==> src/rtl/ps_cfg_pkg.sv <==
package ps_cfg_pkg;

  typedef struct packed {
    logic loadByte;
    logic loadInit;
    logic parkHigh;
  } dpCmd_t;

  typedef enum logic [3:0] {
    ST_IDLE,
    ST_RST_LO,
    ST_RST_HI,
    ST_FETCH,
    ST_SHIFT,
    ST_WAITCHK,
    ST_CHKDONE,
    ST_INITCLK,
    ST_DONE,
    ST_ERR
  } ctrlState_t;

endpackage

==> src/rtl/ps_cfg_shifter.sv <==
module ps_cfg_shifter
  import ps_cfg_pkg::*;
#(
  parameter int CLK_DIV     = 4,
  parameter int INIT_CLOCKS = 50
) (
  input  logic       clk,
  input  logic       rstN,
  input  dpCmd_t     cmd,
  input  logic [7:0] byteIn,
  output logic       serClk,
  output logic       serData,
  output logic       dpBusy
);
  localparam int DIV_W   = $clog2(CLK_DIV + 1);
  localparam int PULSE_N = (INIT_CLOCKS > 8) ? INIT_CLOCKS : 8;
  localparam int PULSE_W = $clog2(PULSE_N + 1);

  logic [DIV_W-1:0]   divCnt;
  logic [PULSE_W-1:0] bitsLeft;
  logic [7:0]         shReg;
  logic               initMode;

  assign dpBusy = (bitsLeft != '0);

  always_ff @(posedge clk) begin
    if (!rstN) begin
      divCnt   <= '0;
      bitsLeft <= '0;
      shReg    <= '0;
      initMode <= 1'b0;
      serClk   <= 1'b0;
      serData  <= 1'b0;
    end else if (cmd.loadByte) begin
      serClk   <= 1'b0;
      serData  <= byteIn[0];
      shReg    <= {1'b0, byteIn[7:1]};
      bitsLeft <= PULSE_W'(8);
      divCnt   <= '0;
      initMode <= 1'b0;
    end else if (cmd.loadInit) begin
      serClk   <= 1'b0;
      bitsLeft <= PULSE_W'(INIT_CLOCKS);
      divCnt   <= '0;
      initMode <= 1'b1;
    end else if (cmd.parkHigh) begin
      serClk  <= 1'b1;
      serData <= 1'b1;
    end else if (bitsLeft != '0) begin
      if (divCnt == DIV_W'(CLK_DIV - 1)) begin
        divCnt <= '0;
        if (!serClk) begin
          serClk <= 1'b1;
        end else begin
          bitsLeft <= bitsLeft - 1'b1;
          if (bitsLeft != PULSE_W'(1)) begin
            serClk <= 1'b0;
            if (!initMode) begin
              serData <= shReg[0];
              shReg   <= {1'b0, shReg[7:1]};
            end
          end
        end
      end else begin
        divCnt <= divCnt + 1'b1;
      end
    end
  end

  assert_data_stable_on_rise_R3: assert property (@(posedge clk) disable iff (!rstN)
    $rose(serClk) |-> $stable(serData));

  assert_load_when_idle_R10: assert property (@(posedge clk) disable iff (!rstN)
    cmd.loadByte |-> !dpBusy);

endmodule

==> src/rtl/ps_cfg_ctrl.sv <==
module ps_cfg_ctrl
  import ps_cfg_pkg::*;
#(
  parameter int CNT_W          = 32,
  parameter int SETTLE_CYCLES  = 100,
  parameter int WAIT_CYCLES    = 1000,
  parameter int CHECK_INTERVAL = 10240,
  parameter int MAX_TRIES      = 5
) (
  input  logic             clk,
  input  logic             rstN,
  input  logic             start,
  input  logic [CNT_W-1:0] byteCount,
  input  logic             byteValid,
  output logic             byteReady,
  output logic             rewind,
  output logic             cfgResetN,
  input  logic             tgtStatusOk,
  input  logic             tgtCfgDone,
  input  logic             dpBusy,
  output dpCmd_t           cmd,
  output logic             busy,
  output logic             done,
  output logic             error
);
  localparam int TMR_MAX = (SETTLE_CYCLES > WAIT_CYCLES) ? SETTLE_CYCLES : WAIT_CYCLES;
  localparam int TMR_W   = $clog2(TMR_MAX + 1);
  localparam int MOD_W   = $clog2(CHECK_INTERVAL + 1);
  localparam int TRY_W   = $clog2(MAX_TRIES + 1);

  ctrlState_t       state;
  logic [TMR_W-1:0] tmr;
  logic [CNT_W-1:0] cntQ;
  logic [CNT_W-1:0] byteIdx;
  logic [MOD_W-1:0] modCnt;
  logic [TRY_W-1:0] triesUsed;

  logic idleLike, checkNow, isLast, lastTry, attemptFail, finalOk;

  assign idleLike    = (state == ST_IDLE) || (state == ST_DONE) || (state == ST_ERR);
  assign isLast      = (byteIdx == cntQ - CNT_W'(1));
  assign checkNow    = (modCnt == '0) || isLast;
  assign lastTry     = (triesUsed == TRY_W'(MAX_TRIES - 1));
  assign finalOk     = tgtStatusOk && tgtCfgDone;
  assign attemptFail = ((state == ST_WAITCHK) && (tmr == '0) && !tgtStatusOk) ||
                       ((state == ST_CHKDONE) && !tgtCfgDone);

  always_comb begin
    byteReady    = (state == ST_FETCH);
    rewind       = attemptFail && !lastTry;
    cmd.loadByte = (state == ST_FETCH) && byteValid;
    cmd.loadInit = (state == ST_CHKDONE) && tgtCfgDone;
    cmd.parkHigh = (state == ST_INITCLK) && !dpBusy && finalOk;
    cfgResetN    = (state != ST_RST_LO);
    busy         = !idleLike;
    done         = (state == ST_DONE);
    error        = (state == ST_ERR);
  end

  always_ff @(posedge clk) begin
    if (!rstN) begin
      state     <= ST_IDLE;
      tmr       <= '0;
      cntQ      <= '0;
      byteIdx   <= '0;
      modCnt    <= '0;
      triesUsed <= '0;
    end else if (attemptFail) begin
      if (lastTry) begin
        state <= ST_ERR;
      end else begin
        triesUsed <= triesUsed + 1'b1;
        state     <= ST_RST_LO;
        tmr       <= TMR_W'(SETTLE_CYCLES - 1);
      end
    end else begin
      case (state)
        ST_IDLE, ST_DONE, ST_ERR: if (start) begin
          state     <= ST_RST_LO;
          tmr       <= TMR_W'(SETTLE_CYCLES - 1);
          triesUsed <= '0;
          cntQ      <= byteCount;
        end
        ST_RST_LO: if (tmr == '0) begin
          state <= ST_RST_HI;
          tmr   <= TMR_W'(SETTLE_CYCLES - 1);
        end else tmr <= tmr - 1'b1;
        ST_RST_HI: if (tmr == '0) begin
          byteIdx <= '0;
          modCnt  <= '0;
          state   <= (cntQ == '0) ? ST_CHKDONE : ST_FETCH;
        end else tmr <= tmr - 1'b1;
        ST_FETCH: if (byteValid) state <= ST_SHIFT;
        ST_SHIFT: if (!dpBusy) begin
          if (checkNow) begin
            state <= ST_WAITCHK;
            tmr   <= TMR_W'(WAIT_CYCLES - 1);
          end else begin
            byteIdx <= byteIdx + 1'b1;
            modCnt  <= (modCnt == MOD_W'(CHECK_INTERVAL - 1)) ? '0 : modCnt + 1'b1;
            state   <= ST_FETCH;
          end
        end
        ST_WAITCHK: if (tmr != '0) begin
          tmr <= tmr - 1'b1;
        end else if (isLast) begin
          state <= ST_CHKDONE;
        end else begin
          byteIdx <= byteIdx + 1'b1;
          modCnt  <= (modCnt == MOD_W'(CHECK_INTERVAL - 1)) ? '0 : modCnt + 1'b1;
          state   <= ST_FETCH;
        end
        ST_CHKDONE: state <= ST_INITCLK;
        ST_INITCLK: if (!dpBusy) state <= finalOk ? ST_DONE : ST_ERR;
        default: state <= ST_IDLE;
      endcase
    end
  end

  assert_ready_dp_idle_R10: assert property (@(posedge clk) disable iff (!rstN)
    byteReady |-> !dpBusy);

  assert_rewind_then_reset_R6: assert property (@(posedge clk) disable iff (!rstN)
    rewind |=> !cfgResetN);

  assert_flags_exclusive_R9: assert property (@(posedge clk) disable iff (!rstN)
    !(done && error) && !(busy && (done || error)));

  assert_done_sticky_R9: assert property (@(posedge clk) disable iff (!rstN)
    (done && !start) |=> done);

  assert_error_sticky_R9: assert property (@(posedge clk) disable iff (!rstN)
    (error && !start) |=> error);

endmodule

==> src/rtl/serial_cfg_master.sv <==
module serial_cfg_master
  import ps_cfg_pkg::*;
#(
  parameter int CNT_W          = 32,
  parameter int CLK_DIV        = 4,
  parameter int SETTLE_CYCLES  = 100,
  parameter int WAIT_CYCLES    = 1000,
  parameter int CHECK_INTERVAL = 10240,
  parameter int MAX_TRIES      = 5,
  parameter int INIT_CLOCKS    = 50
) (
  input  logic             clk,
  input  logic             rstN,
  input  logic             start,
  input  logic [CNT_W-1:0] byteCount,
  input  logic [7:0]       byteData,
  input  logic             byteValid,
  output logic             byteReady,
  output logic             rewind,
  output logic             cfgResetN,
  output logic             serClk,
  output logic             serData,
  input  logic             tgtStatusOk,
  input  logic             tgtCfgDone,
  output logic             busy,
  output logic             done,
  output logic             error
);
  dpCmd_t cmd;
  logic   dpBusy;

  ps_cfg_ctrl #(
    .CNT_W(CNT_W), .SETTLE_CYCLES(SETTLE_CYCLES), .WAIT_CYCLES(WAIT_CYCLES),
    .CHECK_INTERVAL(CHECK_INTERVAL), .MAX_TRIES(MAX_TRIES)
  ) u_ctrl (
    .clk(clk), .rstN(rstN), .start(start), .byteCount(byteCount),
    .byteValid(byteValid), .byteReady(byteReady), .rewind(rewind),
    .cfgResetN(cfgResetN), .tgtStatusOk(tgtStatusOk), .tgtCfgDone(tgtCfgDone),
    .dpBusy(dpBusy), .cmd(cmd), .busy(busy), .done(done), .error(error)
  );

  ps_cfg_shifter #(.CLK_DIV(CLK_DIV), .INIT_CLOCKS(INIT_CLOCKS)) u_shift (
    .clk(clk), .rstN(rstN), .cmd(cmd), .byteIn(byteData),
    .serClk(serClk), .serData(serData), .dpBusy(dpBusy)
  );

  assert_park_high_R8: assert property (@(posedge clk) disable iff (!rstN)
    $rose(done) |-> (serClk && serData));

endmodule

==> config.mk <==
export PLATFORM = sky130hd
export DESIGN_NAME = serial_cfg_master
export DESIGN_NICKNAME = d
export VERILOG_FILES = /design/src/rtl/ps_cfg_pkg.sv /design/src/rtl/ps_cfg_shifter.sv /design/src/rtl/ps_cfg_ctrl.sv /design/src/rtl/serial_cfg_master.sv
export SDC_FILE = /design/constraint.sdc
export NUM_CORES = 1
export LEC_CHECK = 0
export BUFFER_PORTS_ARGS = -buffer_cell sky130_fd_sc_hd__buf_2
export CAP_MARGIN = 0
export CORE_ASPECT_RATIO = 1.5
export CORE_MARGIN = 2
export CORE_UTILIZATION = 33
export CTS_CLUSTER_SIZE = 12
export DETAILED_ROUTE_END_ITERATION = 6
export HOLD_SLACK_MARGIN = 0.12
export PLACE_DENSITY = 0.6
export RECOVER_POWER = 50
export SYNTH_ARGS = -nofsm -noshare
export SYNTH_HDL_FRONTEND = slang
export SYNTH_SLANG_ARGS = --single-unit
==> constraint.sdc <==
create_clock -name clk -period 4.02 [get_ports clk]
set_clock_uncertainty 0.15 [all_clocks]
set_input_delay 0.402 -clock clk [delete_from_list [all_inputs] [get_ports clk]]
set_output_delay 0.402 -clock clk [all_outputs]
set_load 0.05 [all_outputs]
## Word-level counts from Yosys, hierarchy flattened

Index checks and enable logic that the tools add are counted.

- Add/sub/neg operators: 7
- Multiply operators: 0
- Div/mod/pow operators: 0
- Order comparisons: 0
- Eq/ne operators: 37
- Shifts and indexed selects: 0
- Multiplexer cells: 68
- Bitwise gates (word level): 3
- Reductions and logical operators: 59

Operators with widths:

| cell | count |
|---|---|
| two-way mux 32 bit | 5 |
| case mux 32 bit (3 select lines) | 1 |
| two-way mux 14 bit | 6 |
| two-way mux 10 bit | 8 |
| two-way mux 7 bit | 8 |
| case mux 10 bit (5 select lines) | 1 |
| case mux 14 bit (3 select lines) | 1 |
| two-way mux 4 bit | 10 |
| adder 32 x 1 -> 32 bit (second input constant) | 1 |
| == test 32 bit | 1 |
| zero test 32 bit | 1 |
| case mux 4 bit (8 select lines) | 1 |
| subtractor 32 x 1 -> 32 bit (second input constant) | 1 |
| two-way mux 6 bit | 5 |
| AND reduction 7 bit | 4 |
| two-way mux 3 bit | 8 |
| nonzero test 3 bit | 8 |
| nonzero test 2 bit | 11 |
| == test 4 x 3 -> 1 bit (second input constant) | 4 |
| inequality test 3 x 2 -> 1 bit (second input constant) | 5 |
| adder 14 x 1 -> 14 bit (second input constant) | 1 |
| == test 14 bit (second input constant) | 1 |
| zero test 14 bit | 1 |
| two-way mux 1 bit | 14 |
| other kinds (28) | 67 |

- Flip-flop bits (word level): 114
- Bits in latches: 0
- RAM bits: 0
- Memory bits (read-only): 0
- Bits of input ports: 46
- Memories kept: 0

## Depth between registers and ports, before layout

Gate-level depths: netlist of the first run.

- Word-level depth: 8
- Depth in mapped cells: 13
- Depth with buffers taken out: 11

## Modules after synthesis

Synthesis of the first run repeated with hierarchy kept, for this count alone.

- Cell total of the unflattened synthesis: 908
- Area total of the unflattened synthesis: 7,046.8 µm²

By module, submodules not included:

| module | instances | cells each | area an instance (µm²) | seq. area each (µm²) |
|---|---|---|---|---|
| ps_cfg_ctrl | 1 | 803 | 6,055.8 | 1,901.8 |
| ps_cfg_shifter | 1 | 105 | 991.0 | 380.4 |

## Least setup slack after synthesis of the first run

OpenSTA, ideal clock, no wires.

- Path kind: register to register
- Start point: register u_ctrl.tmr[0]
- End point: register u_ctrl.tmr[8]
- Library setup time: 0.119 ns
- Arrival: 3.552 ns
- Required time: 3.751 ns
- Path slack: 0.199 ns
- Stages on the path, launching flop included: 10
- Buffers on the path: 1
- Period minus slack after synthesis: 3.821 ns
- Path through: dfxtp_1 -> inv_1 -> ha_1 -> nor3b_1 -> a41oi_1 -> a211oi_1 -> nor2b_1 -> buf_1 -> a21o_1 -> o221a_2

- Word-level cells in the longest chain between the ends: 6
- Elaborated cells on any way between the ends: 19
- Those cells by class: 1 x add/sub; 6 x eq/ne; 5 x mux; 7 x reduce/logical

RTL lines:

| item | RTL line | source |
|---|---|---|
| from (decl) | ps_cfg_ctrl.sv:32 | `logic [TMR_W-1:0] tmr;` |
| from (signal assigned) | ps_cfg_ctrl.sv:74 | `tmr <= TMR_W'(SETTLE_CYCLES - 1);` |
| from (signal assigned) | ps_cfg_ctrl.sv:80 | `tmr <= TMR_W'(SETTLE_CYCLES - 1);` |
| from (signal assigned) | ps_cfg_ctrl.sv:86 | `tmr <= TMR_W'(SETTLE_CYCLES - 1);` |
| parallel branches: the longest is 6 deep, another holds subtractor 10 x 1 -> 10 bit | - |  |

Several ways; the timed one is not identified. The select of a mux whose other input is x is not followed.
A chain may end at the register's enable or synchronous reset.

## Worst setup path after layout of the first run

- Start point: register u_ctrl.cntQ[14]
- End point: register u_ctrl.byteIdx[5]

- Word-level cells in the longest chain between the ends: 5
- Elaborated cells on any way between the ends: 6
- Those cells by class: 1 x add/sub; 3 x eq/ne; 2 x reduce/logical

RTL lines:

| item | RTL line | source |
|---|---|---|
| from (decl) | ps_cfg_ctrl.sv:33 | `logic [CNT_W-1:0] cntQ;` |
| from (signal assigned) | ps_cfg_ctrl.sv:82 | `cntQ <= byteCount;` |
| subtractor 32 x 1 -> 32 bit (*) | ps_cfg_ctrl.sv:41 | `assign isLast = (byteIdx == cntQ - CNT_W'(1));` |
| == test 32 bit (*) | ps_cfg_ctrl.sv:41 |  |
| logical OR 1 bit | ps_cfg_ctrl.sv:42 | `assign checkNow = (modCnt == '0) \|\| isLast;` |
| inequality test 2 bit (no line) | - |  |
| AND reduction 7 bit (no line) (*) | - |  |
| to (signal assigned) | ps_cfg_ctrl.sv:99 | `byteIdx <= byteIdx + 1'b1;` |
| to (signal assigned) | ps_cfg_ctrl.sv:109 | `byteIdx <= byteIdx + 1'b1;` |
| to (decl) | ps_cfg_ctrl.sv:34 | `logic [CNT_W-1:0] byteIdx;` |

Mark *: on every way between the ends. The rest lies on a longest branch, timed or not.

==> run_results.csv, run 1 <==
group,metric,value,unit
status,status,"finished, final reports clean",
synth,yosys.area.top_type,"dfxtp_1",
cts,clock_sinks,114,
cells_and_area,utilization,41.0,%
synth,ys_seq_area_share,32.5,%
die,start_util,33.5,%
run,drv_cap,0,
die,dieHeight,183,um
routing,wl_per_cell,15.5,um
timing,fin_hold_ws,124,ps
pwr,p_leak,3.22,nW
timing,drv_slew,0,
timing,grt_setup_unrepaired,"false",
synth,synth_cell_types,70,
worst_setup_path,rr_endpoint,"u_ctrl.byteIdx[5]",
cells_and_area,layout-drive-gt1-share,12.7,%
worst_setup_path,cp.required,4220,ps
placement,dpl_cell_area,7640,um^2
worst_setup_path,slowest_stage,"or4_1",
timing,min_period_over_period,94.1,%
routing,drcViolationCount,0,
routing,drt-pass1-iter-count,5,
cts,cts_root_buf,"clkbuf_16",
placement,place_congestion,0.883,
routing,wirelength,19900,um
global_route,grt_pass1_wl,32200,um
synth,synth_common_cells,"129 x nand2_1, 114 x dfxtp_1, 79 x a21oi_1",
synth,synthArstFlopShare,0,%
worst_setup_path,cp-endpoint,"u_ctrl.byteIdx[5]",
cells_and_area,nets,1056,
timing,hold_viol_final,0,
cts,clk_latency,430,ps
cts,htree_num_levels,4,
die,row_count,65,
timing,finalSetupViolCount,0,
cts,cts_tree,"built",
worst_setup_path,r2r_slack,240,ps
synth,synth-edff-count,0,
worst_setup_path,cpPeakStageDelay,650,ps
cts,cts_setup_buffers,0,
timing,setup_tns,0,ps
min_path,holdCritPathClass,"in2reg",
synth,netlist_area,7020,um^2
cells_and_area,area_growth_syn_to_layout,22.7,%
die,die_area,22500,um^2
synth,ys.flop_type,"dfxtp_1",
global_route,grt-ovfl-total,0,
die,ioPinCount,54,
synth,post-synth-top-area-fraction,32.5,%
synth,synthCells,917,
worst_setup_path,endpoint_kind,"flop",
synth,synthesis.nets,974,
synth,synth.most_common_cell,"nand2_1",
routing,avgViaCountPerCell,5.51,
worst_setup_path,path_class,"reg2reg",
synth,post_synth.cell_area_avg,7.66,um^2
cells_and_area,final_area,8610,um^2
cts,cts_buffer_depth,2,
worst_setup_path,reg2regPathDepth,10,
worst_setup_path,cp.arrival,3990,ps
worst_setup_path,cp_cell_sequence,"or4_1, or3_1, or3_1, nor4_1, mux2i_1, inv_1, and4_4, buf_12, or4_1, a21oi_1",
routing,vias,7051,
global_route,track_usage,18.0,%
pwr,vdd.ir_drop.worst,0.337,mV
timing,fmax,264,MHz
timing,tightestPinTransition,914,ps
cts,clkTransAtPathRegs,60,ps
cells_and_area,fillers,2171,
placement,portBuffers,53,
cells_and_area,final_cells,1280,
die,die_x,123,um
cells_and_area,diodes,0,
synth,synthTopCellsByArea,"dfxtp_1 33%, nand2_1 6.9%, a21oi_1 5.6%",
worst_setup_path,r2r_start,"u_ctrl.cntQ[14]",
timing,relSlewSlack,39.1,%
timing,min_period,3780,ps
routing,ant_nets,0,
worst_setup_path,cp-start-kind,"flop",
synth,yosysWarnings,0,
synth,synth-seq-cells,114,
global_route,grt_max_degree,53,
global_route,antenna_found_initial,0,
worst_setup_path,setup.worst_path.start,"u_ctrl.cntQ[14]",
worst_setup_path,crit_path_max_fanout,26,
pwr,power_density,593,nW/um^2
cts,numCtsBuffers,17,
placement,post-dp-hpwl,14200,um
global_route,grt_pass1_vias,6677,
routing,drt_iter0_drc,580,
placement,dp_cells,1213,
die,core_area,21000,um^2
worst max-delay path, delay by kind of cell, from the launching register on:
kind,cells,cell delay [ps]
buf+inv,2,300
flops,1,340
simple gates,6,2490
compound gates,1,150
mux,1,280
through the flow:
| step | total power [mW] | worst slack, ps |
|---|---|---|
| final | 5.10 | 236 |
| after global routing | 5.42 | 14.7 |
| after CTS | 5.14 | 237 |
| after detailed placement | 3.46 | 264 |
| after global placement | 3.44 | 330 |
| after floorplan | 2.91 | 199 |
registers in the layout, summed over array words and instances, names as in the netlist:
| register | cells |
|---|---|
| u_shift.serData | 1 |
| u_ctrl.cntQ | 32 |
| u_shift.initMode | 1 |
| u_ctrl.triesUsed | 3 |
| u_ctrl.modCnt | 14 |
| u_ctrl.tmr | 10 |
| u_shift.divCnt | 3 |
| u_ctrl.state | 4 |
| u_shift.bitsLeft | 6 |
| u_shift.shReg | 7 |
| u_ctrl.byteIdx | 32 |
| u_shift.serClk | 1 |
placed cells by master, fill, tap and decap left out, types with 13 or more instances in the layout:
master / n
dlygate4sd3_1: 35
or4_1: 24
buf_4: 27
clkbuf_16: 17
nor2_1: 63
nand3_1: 28
xor2_1: 17
nor4_1: 18
dfxtp_1: 114
nand4_1: 18
mux2i_1: 27
inv_1: 27
a21oi_1: 79
nand2b_1: 26
buf_2: 46
or3_1: 13
o31ai_1: 24
and3_1: 21
nor3_1: 35
o21ai_0: 27
xnor2_1: 26
a211oi_1: 16
nand2_1: 128
cells by family (layout without fill, tap and decap cells):
logic type / after synthesis / count (layout) / synth area share [%]
adders and majority gates: 11 / 11 / 1.96
and+or+nand+nor: 422 / 422 / 30.9
AOI/OAI and AO/OA: 215 / 215 / 20.4
buffers and inverters: 84 / 179 / 4.85
muxes: 28 / 28 / 4.01
DFF: 114 / 114 / 32.5
xor gates and xnor gates: 43 / 43 / 5.36
layer usage:
| metal | global-route usage [%] | share of wire (%) | up-vias |
|---|---|---|---|
| li1 | - | - | 3535 |
| met2 | 32.8 | 52 | 150 |
| met4 | 7.18 | 2.3 | 0 |
| met3 | 3.31 | 3.9 | 32 |
| met5 | 0 | 0 | - |
| met1 | 20.3 | 42 | 3334 |
what timing repair did:
action | 4_1_cts | 5_1_grt
hold buffers | 35 | 0
gates resized for setup | 0 | 1
hold endpoints to repair | 35 | 0
setup endpoints to repair | 0 | 4
worst min-delay path by stage:
stage / start / end / slack (ps) / depth (start not counted)
after floorplan: u_shift.divCnt[2] / u_shift.divCnt[2] / 250 / 2
after global placement: u_shift.divCnt[2] / u_shift.divCnt[2] / 260 / 2
after detailed placement: u_shift.divCnt[2] / u_shift.divCnt[2] / 270 / 2
after CTS: byteData[5] / u_shift.shReg[4] / 120 / 3
after global routing: byteData[4] / u_shift.shReg[3] / 130 / 3
final: byteData[5] / u_shift.shReg[4] / 120 / 3
layout make-up:
class	instances	area, um^2	share of cell area [%]
Timing Repair Buffer	119	841	9.76
Clock buffer	20	457	5.30
Tap cell	268	335	3.89
Sequential cell	114	2280	26.5
Multi-Input combinational cell	719	4410	51.2
Inverter	28	105	1.22
Clock inverter	12	178	2.06
where the power goes:
part	internal [mW]	leakage, nW	total (mW)	switching (mW)
Clock	1.07	0.311	1.65	0.577
Sequential	1.27	0.925	1.46	0.190
Combinational	0.763	1.98	2.00	1.23
No activity file was read; power rests on OpenSTA's default activity.
==> run 2, diff against run 1 <==
- ABC_AREA: not set -> 1
- CORE_MARGIN: 2 -> not set
==> run 2 against run 1 <==
Synthesized cell count rose by 27%. Via count rose by 5.3%. Sequential share of layout area barely moved. Sequential power barely moved. Combinational power rose by 14%. First-iteration DRC count fell by 38%. Fmax rose by 14%. Non-clock buffer count fell by 30. Routed wire length rose by 0.87%.
==> run_results.csv, run 2 <==
group,metric,value,unit
routing,drcViolationCount,0,
pwr,swShare,44.2,%
global_route,grt_max_degree,55,
die,ioPinCount,54,
cells_and_area,diodes,0,
cts,cts_resized,0,
status,status,"finished, final reports clean",
routing,wl_per_cell,13.1,um
placement,dpl_worst_slack,839,ps
cts,numCtsBuffers,17,
worst_setup_path,cp-start-kind,"flop",
cells_and_area,layout_commonest_cell,"nand2_1",
pwr,p_leak,3.66,nW
synth,ys_seq_area_share,31.3,%
synth,synth-edff-count,0,
timing,worst_slack,704,ps
synth,netlist_area,7280,um^2
worst_setup_path,cp.required,4130,ps
cts,cts_root_buf,"clkbuf_16",
global_route,track_usage,18.6,%
global_route,grt_pass1_wl,33000,um
die,die_x,123,um
synth,synth-seq-cells,114,
timing,drv_slew,0,
die,core_area,21600,um^2
cts,cts_tree,"built",
die,dieHeight,184,um
worst_setup_path,r2r_slack,700,ps
global_route,grt-ovfl-total,0,
cells_and_area,largest_registers,"u_ctrl.byteIdx (32), u_ctrl.cntQ (32), u_ctrl.modCnt (14)",
routing,wirelength,20100,um
worst_setup_path,endpoint_kind,"flop",
cts,clock_sinks,114,
cts,clk_latency,420,ps
synth,synth_cell_types,42,
cts,clkTransAtPathRegs,60,ps
cells_and_area,mostFrequentLayoutCells,"312 x nand2_1, 159 x nor2_1, 153 x inv_1",
pwr,power_density,608,nW/um^2
pwr,p_seq_share,28.4,%
die,start_util,33.7,%
routing,ant_nets,0,
pwr,p_switching,2.31,mW
die,row_count,66,
worst_setup_path,crit_path_max_fanout,27,
timing,finalSetupViolCount,0,
routing,drt_iter0_drc,360,
timing,setup_tns,0,ps
synth,ys.flop_type,"dfxtp_1",
cells_and_area,nets,1303,
synth,synthTopCellsByArea,"dfxtp_1 31%, nand2_1 16%, nor2_1 8.1%",
synth,synthArstFlopShare,0,%
synth,post-synth-top-area-fraction,31.3,%
run,drv_cap,0,
pwr,clockPowerShare,27.8,%
worst_setup_path,cp.arrival,3420,ps
worst_setup_path,path_class,"reg2reg",
min_path,holdCritPathClass,"in2reg",
pwr,p_comb_share,43.9,%
synth,synth.most_common_cell,"nand2_1",
timing,min_period_over_period,82.5,%
synth,post_synth.cell_area_avg,6.24,um^2
timing,tightestPinTransition,1120,ps
timing,min_period,3320,ps
synth,yosysWarnings,0,
synth,yosys.area.top_type,"dfxtp_1",
timing,grt_setup_unrepaired,"false",
cts,htree_num_levels,4,
routing,avgViaCountPerCell,4.85,
routing,drt-pass1-iter-count,6,
synth,synthCells,1168,
cells_and_area,fillers,2335,
routing,vias,7426,
placement,post-dp-hpwl,15200,um
placement,portBuffers,53,
timing,fmax,302,MHz
cells_and_area,layout-drive-gt1-share,10.3,%
global_route,grt_pass1_vias,7066,
cells_and_area,area_growth_syn_to_layout,18.0,%
placement,place_congestion,0.879,
global_route,antenna_found_initial,0,
timing,relSlewSlack,25.3,%
timing,hold_viol_final,0,
synth,synthesis.nets,1225,
synth,synth_common_cells,"312 x nand2_1, 158 x nor2_1, 153 x inv_1",
pwr,vdd.ir_drop.worst,0.297,mV
pwr,intPower,2.91,mW
die,die_area,22700,um^2
cts,cts_buffer_depth,2,
run 2: cell families after synthesis:
family                     count (synthesis)  synth area share (%)
DFF                                      114                  31.3
and+or+nand+nor                          656                  39.9
AOI/OAI and AO/OA                        170                  12.8
buffers and inverters                    186                  10.3
xor gates and xnor gates                  31                  3.73
adders and majority gates                 11                  1.89
run 2: cell type report:
type	instances	area (um^2)	share of cell area, %
clock buffers	23	488	5.68
clock inverters	8	78.8	0.917
inverters	156	586	6.81
multi-input cells	868	4240	49.3
flip-flops and latches	114	2280	26.6
well taps	272	340	3.96
repair buffers	89	579	6.74
run 2: power by group through the flow:
| stage | Sequential (mW) | Clock, mW | Combinational (mW) |
|---|---|---|---|
| CTS | 1.48 | 1.48 | 2.33 |
| global placement | 1.50 | 0 | 2.30 |
| global route | 1.50 | 1.54 | 2.61 |
| finish | 1.48 | 1.45 | 2.29 |
| floorplan | 1.45 | 0 | 1.82 |
| detailed placement | 1.50 | 0 | 2.30 |
run 2: final timing paths:
kind,depth (start not counted),to,start
worst max-delay path,9,u_ctrl.cntQ[8],u_ctrl.state[1]
worst min-delay path,3,u_ctrl.cntQ[22],byteCount[22]
worst max register to register,9,u_ctrl.cntQ[8],u_ctrl.state[1]
worst min register to register,2,u_shift.divCnt[2],u_shift.divCnt[2]
run 2: repair_timing:
action | CTS | global route
hold buffers | 27 | 0
buffers inserted | 0 | 0
endpoints found under the hold margin | 27 | 0
run 2: metal layers:
| metal | routed length, um | global-route usage, % |
|---|---|---|
| met1 | 8380 | 19.6 |
| met4 | 678 | 9.01 |
| met5 | 0 | 0 |
| met2 | 10400 | 34.7 |
| met3 | 581 | 3.35 |
run 2: critical path, stage by stage, from the launching register on:
cell	delay (ps)
dfxtp_1	370
nor2_1	230
o21ai_0	130
clkbuf_1	190
inv_1	80
clkbuf_1	800
nand2_1	150
clkbuf_1	510
o21ai_0	450
a21oi_1	80
run 2: stage by stage:
stage	cell area (um^2)	instances	total power, mW	hold slack, ps	utilization [%]
6_report	8600	1530	5.22	126	39.7
5_1_grt	8600	1530	5.64	125	39.7
4_1_cts	8630	1530	5.29	120	39.9
3_5_place_dp	7790	1472	3.80	296	36.0
3_3_place_gp	7790	1472	3.80	297	36.0
2_1_floorplan	7280	1168	3.28	282	-
